**config.mk**
```make
export PLATFORM = sky130hd
export DESIGN_NAME = sram_emu
export DESIGN_NICKNAME = d
export VERILOG_FILES = /design/src/rtl/sram_emu_pkg.sv /design/src/rtl/sram_emu_decode.sv /design/src/rtl/sram_emu_wrtrack.sv /design/src/rtl/sram_emu_store.sv /design/src/rtl/sram_emu.sv
export SDC_FILE = /design/constraint.sdc
export NUM_CORES = 2
export LEC_CHECK = 0
export BUFFER_PORTS_ARGS = -buffer_cell sky130_fd_sc_hd__buf_2
export CAP_MARGIN = 20
export CORE_AREA = 2 2 406 408
export CTS_CLUSTER_SIZE = 24
export DETAILED_ROUTE_END_ITERATION = 10
export DIE_AREA = 0 0 408 410
export HOLD_SLACK_MARGIN = 0.02
export PLACE_DENSITY = 0.41
export SETUP_SLACK_MARGIN = 0.5
export SLEW_MARGIN = 30
export SYNTH_ARGS = -nofsm -noshare
export SYNTH_HDL_FRONTEND = slang
export SYNTH_HIERARCHICAL = 1
export SYNTH_SLANG_ARGS = --single-unit
export TNS_END_PERCENT = 100
```
**constraint.sdc**
```tcl
create_clock -name clk -period 3 [get_ports clk]
set_input_delay 0.15 -clock clk [delete_from_list [all_inputs] [get_ports clk]]
set_output_delay 0.15 -clock clk [all_outputs]
set_load 0.05 [all_outputs]
```
**src/rtl/sram_emu_pkg.sv**
```systemverilog
// Shared types for the static RAM pin emulator.
// Assumes byte lanes of eight bits each.
package sram_emu_pkg;

    localparam int LANE_BITS = 8;

    // Decoded bus state for one cycle of pin values.
    typedef enum logic [1:0] {
        BUS_DESEL = 2'd0,
        BUS_QUIET = 2'd1,
        BUS_READ  = 2'd2,
        BUS_WRITE = 2'd3
    } bus_mode_e;

endpackage

```
**src/rtl/sram_emu_decode.sv**
```systemverilog
// Pin decoder: turns the select, strobe and lane pins into a bus mode,
// a write-window indication and per-lane drive enables.
// Assumes all pins are active low except ce2.
module sram_emu_decode
    import sram_emu_pkg::*;
#(
    parameter int LANES = 2
) (
    input  logic             ce_n,
    input  logic             ce2,
    input  logic             we_n,
    input  logic             oe_n,
    input  logic [LANES-1:0] strb_n,
    output bus_mode_e        mode,
    output logic             wr_window,
    output logic [LANES-1:0] lane_oe
);

    logic selected;
    logic any_lane;

    assign selected = ~ce_n & ce2;
    assign any_lane = ~(&strb_n);

    // Mode priority: selects, then lane strobes, then write, then output strobe.
    always_comb begin
        if (!selected)      mode = BUS_DESEL;
        else if (!any_lane) mode = BUS_QUIET;
        else if (!we_n)     mode = BUS_WRITE;
        else if (!oe_n)     mode = BUS_READ;
        else                mode = BUS_QUIET;
    end

    // A write window needs only both selects and the write strobe.
    assign wr_window = selected & ~we_n;

    // Drive only the lanes whose strobe is low, and only in read mode.
    generate
        for (genvar l = 0; l < LANES; l++) begin : g_lane_oe
            assign lane_oe[l] = (mode == BUS_READ) & ~strb_n[l];
        end
    endgenerate

endmodule

```
**src/rtl/sram_emu_wrtrack.sv**
```systemverilog
// Write tracker: samples the write window, address, data and strobes at
// each edge, raises a one-cycle commit when an open window closes, and
// keeps a sticky flag for an address move inside a window.
// Assumes the window is taken from the pins as decoded in the same cycle.
module sram_emu_wrtrack #(
    parameter int IW    = 6,
    parameter int LANES = 2,
    parameter int DW    = 16
) (
    input  logic             clk,
    input  logic             rst_n,
    input  logic             wr_window,
    input  logic [IW-1:0]    idx,
    input  logic [DW-1:0]    din,
    input  logic [LANES-1:0] strb_n,
    output logic             commit,
    output logic [IW-1:0]    c_idx,
    output logic [DW-1:0]    c_data,
    output logic [LANES-1:0] c_strb_n,
    output logic             viol
);

    logic win_q;
    logic moved;

    // Capture window state and payload every edge.
    always_ff @(posedge clk) begin
        if (!rst_n) begin
            win_q    <= 1'b0;
            c_idx    <= '0;
            c_data   <= '0;
            c_strb_n <= '1;
        end else begin
            win_q    <= wr_window;
            c_idx    <= idx;
            c_data   <= din;
            c_strb_n <= strb_n;
        end
    end

    assign commit = win_q & ~wr_window;
    assign moved  = win_q & wr_window & (idx != c_idx);

    // Sticky protocol flag, cleared by reset only.
    always_ff @(posedge clk) begin
        if (!rst_n)     viol <= 1'b0;
        else if (moved) viol <= 1'b1;
    end

    p_viol_sticky_r8: assert property (@(posedge clk) disable iff (!rst_n)
        viol |=> viol);

    p_viol_cause_r8: assert property (@(posedge clk) disable iff (!rst_n)
        $rose(viol) |-> $past(wr_window));

endmodule

```
**src/rtl/sram_emu_store.sv**
```systemverilog
// Word store split into byte lanes; each lane is written on commit when
// its sampled strobe is low, and read combinationally at any index.
// Assumes DEPTH is a power of two so every index is in range.
module sram_emu_store
    import sram_emu_pkg::*;
#(
    parameter int DEPTH = 64,
    parameter int LANES = 2,
    parameter int IW    = $clog2(DEPTH),
    parameter int DW    = LANES * LANE_BITS
) (
    input  logic             clk,
    input  logic             rst_n,
    input  logic             commit,
    input  logic [IW-1:0]    w_idx,
    input  logic [DW-1:0]    w_data,
    input  logic [LANES-1:0] w_strb_n,
    input  logic [IW-1:0]    r_idx,
    output logic [DW-1:0]    r_data
);

    generate
        for (genvar l = 0; l < LANES; l++) begin : g_lane
            logic [LANE_BITS-1:0] cells [DEPTH];

            // Clear on reset, otherwise write the committed byte.
            always_ff @(posedge clk) begin
                if (!rst_n) begin
                    for (int i = 0; i < DEPTH; i++) cells[i] <= '0;
                end else if (commit && !w_strb_n[l]) begin
                    cells[w_idx] <= w_data[l*LANE_BITS +: LANE_BITS];
                end
            end

            assign r_data[l*LANE_BITS +: LANE_BITS] = cells[r_idx];
        end
    endgenerate

endmodule

```
**src/rtl/sram_emu.sv**
```systemverilog
// Top of the static RAM pin emulator: decodes the pins, tracks write
// windows, holds the words and drives per-lane data with enables.
// Assumes two byte lanes and an address wider than the modelled index.
module sram_emu
    import sram_emu_pkg::*;
#(
    parameter int AW    = 17,
    parameter int DEPTH = 64
) (
    input  logic          clk,
    input  logic          rst_n,
    input  logic [AW-1:0] addr_i,
    input  logic          ce_n_i,
    input  logic          ce2_i,
    input  logic          we_n_i,
    input  logic          oe_n_i,
    input  logic          lb_n_i,
    input  logic          ub_n_i,
    input  logic [15:0]   din_i,
    output logic [15:0]   dout_o,
    output logic [1:0]    dout_en_o,
    output logic          viol_o
);

    localparam int LANES = 2;
    localparam int DW    = LANES * LANE_BITS;
    localparam int IW    = $clog2(DEPTH);

    bus_mode_e        mode;
    logic             wr_window;
    logic [LANES-1:0] strb_n;
    logic [LANES-1:0] lane_oe;
    logic [IW-1:0]    idx;
    logic             commit;
    logic [IW-1:0]    c_idx;
    logic [DW-1:0]    c_data;
    logic [LANES-1:0] c_strb_n;
    logic [DW-1:0]    r_data;
    logic             unused_addr_hi;

    assign strb_n         = {ub_n_i, lb_n_i};
    assign idx            = addr_i[IW-1:0];
    assign unused_addr_hi = ^addr_i[AW-1:IW];

    sram_emu_decode #(.LANES(LANES)) u_decode (
        .ce_n      (ce_n_i),
        .ce2       (ce2_i),
        .we_n      (we_n_i),
        .oe_n      (oe_n_i),
        .strb_n    (strb_n),
        .mode      (mode),
        .wr_window (wr_window),
        .lane_oe   (lane_oe)
    );

    sram_emu_wrtrack #(.IW(IW), .LANES(LANES), .DW(DW)) u_wrtrack (
        .clk       (clk),
        .rst_n     (rst_n),
        .wr_window (wr_window),
        .idx       (idx),
        .din       (din_i),
        .strb_n    (strb_n),
        .commit    (commit),
        .c_idx     (c_idx),
        .c_data    (c_data),
        .c_strb_n  (c_strb_n),
        .viol      (viol_o)
    );

    sram_emu_store #(.DEPTH(DEPTH), .LANES(LANES), .IW(IW), .DW(DW)) u_store (
        .clk      (clk),
        .rst_n    (rst_n),
        .commit   (commit),
        .w_idx    (c_idx),
        .w_data   (c_data),
        .w_strb_n (c_strb_n),
        .r_idx    (idx),
        .r_data   (r_data)
    );

    // Mask read data per lane so undriven lanes read as zero.
    generate
        for (genvar l = 0; l < LANES; l++) begin : g_out
            assign dout_o[l*LANE_BITS +: LANE_BITS] =
                lane_oe[l] ? r_data[l*LANE_BITS +: LANE_BITS] : '0;
        end
    endgenerate

    assign dout_en_o = lane_oe;

    p_deselect_quiet_r1: assert property (@(posedge clk) disable iff (!rst_n)
        (ce_n_i || !ce2_i) |-> (dout_en_o == 2'b00));

    p_strobe_gates_lane_r4: assert property (@(posedge clk) disable iff (!rst_n)
        (dout_en_o & {ub_n_i, lb_n_i}) == 2'b00);

    p_no_drive_in_write_r5: assert property (@(posedge clk) disable iff (!rst_n)
        !we_n_i |-> (dout_en_o == 2'b00));

    p_out_off_quiet_r3: assert property (@(posedge clk) disable iff (!rst_n)
        oe_n_i |-> (dout_en_o == 2'b00));

endmodule

```
==> impl_metrics.toml <==
[power_and_ir_drop]
swShare = 0.231
peakVddDrop_mv = 0.425
pwr-share-seq = 0.510
p_int_mw = 25.2
power-per-cell-area_nw_per_um2 = 568
leakage_nw = 20.9
combPwrFrac = 0.071
power_switching_mw = 7.55
pwr-share-clk = 0.419

[die]
dieArea_um2 = 167000
pin_count = 60
die_w_um = 408
fp.dieH_um = 410
core-area_um2 = 163000
start_util = 0.297
num_rows = 149

[cells_and_area]
fin_area_um2 = 57500
fillers = 15600
drive_gt1_frac = 0.270
area_growth_pct = 18.5
nets = 3456

[yosys]
ys_warn_count = 6
syn_inst = 3210
syn_nets = 3251
synth.avg_cell_area_um2 = 15.1
synthesis.area_um2 = 48500

[sta]
setup-violations-final = 0
whs_ns = 0.0715
hold_violations = 0
report.final.slew_viol_count = 0
rsz0062_at_grt = "yes"
layout_worst_path_cycle_share = 0.999
tightest_slew_ns = 0.875
clock_skew_ns = 0.0292
min_period_ns = 3.00
finalSetupTns_ns = 0
max_freq_ghz = 0.334
max_slew_margin = 0.416

[routing]
vias = 27200
avgRoutedWirePerCell_um = 24.8
avgViaCountPerCell = 4.77
drt_first_pass_iters = 6
first_iter_violations = 2312
routed_wirelength_um = 141000
ant_nets = 0
drc_errors = 0

[clock_network]
clockRootBuffer = "clkbuf_16"
cts_max_path_buffers = 3
cts_tree = "yes"
path_clk_slew_ns = 0.06
numCtsBuffers = 116
clock-sinks = 1050
insertion_delay_ns = 0.72
htree_levels = 3

[setup_path]
crit_fanout = 1
startpoint = "u_store/g_lane[1].cells[32][2]"
crit_top_cell = "mux4_2"
r2r-start = "u_wrtrack/c_idx[4]"
worstSetupPathType = "register to primary output"
cp-start-kind = "register"
max_stage_delay_ns = 0.53
cpMaxStageDelayCell = "mux4_2"
end_kind = "primary output"
cp_data_arrival_time_ns = 2.85
worstPathRequired_ns = 2.85
worstPathCellList = "mux4_2 > mux4_2 > nor2_4 > o41ai_2 > buf_4 > and2_4 > buf_6"

[global_routing]
grt_max_degree = 155
track_usage = 0.169
antenna_found_initial = 4
grt_pass1_vias = 28900
grt_first_pass_wirelength_um = 207000
grt_overflow_total = 0

[placement]
place_area_um2 = 52900
gp_congestion = 0.797
port_buffers = 48
dp_hpwl_um = 93100

[min_path]
min_from = "addr_i[0]"
holdCritPathClass = "input port to register"

[job]
maxCapViolations = 0

[status]
outcome = "finished, final reports clean"
## sequential cells by signal, indices dropped and copies added, names as in the netlist
signal	cells
u_store/g_lane.cells	1024
u_wrtrack/c_strb_n	2
u_wrtrack/win_q	1
u_wrtrack/c_idx	6
u_wrtrack/c_data	16
u_wrtrack/viol	1
## layer usage
layer | global-route usage | part of all wire | vias up
li1 | - | - | 12300
met1 | 0.238 | 0.46 | 14100
met2 | 0.276 | 0.48 | 617
met3 | 0.0239 | 0.043 | 171
met4 | 0.0412 | 0.023 | 2
met5 | 0 | 0.000092 | -
## per-stage QoR
step | util | setup WS [ns] | total power [mW] | cells
4_1_cts | 0.351 | -0.0848 | 33.1 | 5694
5_1_grt | 0.352 | -0.0925 | 33.8 | 5694
3_5_place_dp | 0.324 | 0.0467 | 19.2 | 5465
3_3_place_gp | 0.324 | 0.0268 | 19.2 | 5465
2_1_floorplan | - | 0.345 | 18.0 | 3210
6_report | 0.352 | 0.00179 | 32.7 | 5697
## final cells by class
class / count / area [um^2] / area share
clock buffer: 134 / 3040 / 0.0529
clock inverter: 74 / 544 / 0.00946
antenna: 3 / 7.51 / 0.000130
tap: 2189 / 2740 / 0.0476
sequential: 1050 / 31300 / 0.544
timing repair buffer: 362 / 3230 / 0.0562
multi-input combinational: 1885 / 16700 / 0.290
## path summary, 6_finish.rpt
path	endpoint	depth (start not counted)	slack, ns
worst max register to register	u_store/g_lane[0].cells[35][5]	5	0.54
worst min register to register	u_store/g_lane[1].cells[32][3]	1	0.67
worst min-delay path	u_wrtrack/c_idx[0]	3	0.07
worst max-delay path	dout_o[10]	7	0.002
## layout by cell type (no fill, tap or decap), drive strengths merged, types with 16 or more instances in the layout
cell type and instances:
nor2 163, o22ai 22, nor2b 16, clkinv 60
or3 17, o21ai 173, dlygate4sd3 21, mux2i 48
mux4 269, buf 341, a21oi 26, clkbuf 134
edfxtp 1024, dfxtp 26, and2 1064
## power by group through the flow
stage          clock [mW]  combinational, mW  sequential [mW]
2_1_floorplan           0               1.26             16.8
3_3_place_gp            0               2.18             17.0
3_5_place_dp            0               2.20             17.0
4_1_cts              14.1               2.35             16.7
5_1_grt              14.6               2.47             16.7
6_report             13.7               2.32             16.7
## critical path: cells and delay by family, from the launching register on
| kind | cells | cell delay (ns) |
|---|---|---|
| buffers and inverters | 2 | 0.30 |
| AND/OR/NAND/NOR | 2 | 0.29 |
| flip-flops | 1 | 0.42 |
| AO/OA/AOI/OAI | 1 | 0.07 |
| multiplexers | 2 | 1.05 |
## timing repair
action                                 in CTS  in global routing
resized for setup                         155                 53
hold buffers                               21                  0
pin swaps                                  28                  9
gates cloned                                0                  0
buffers inserted                            0                  0
endpoints found under the hold margin      21                  0
setup endpoints to repair                  88                228
Note: power is estimated with default switching activity, not from simulation.
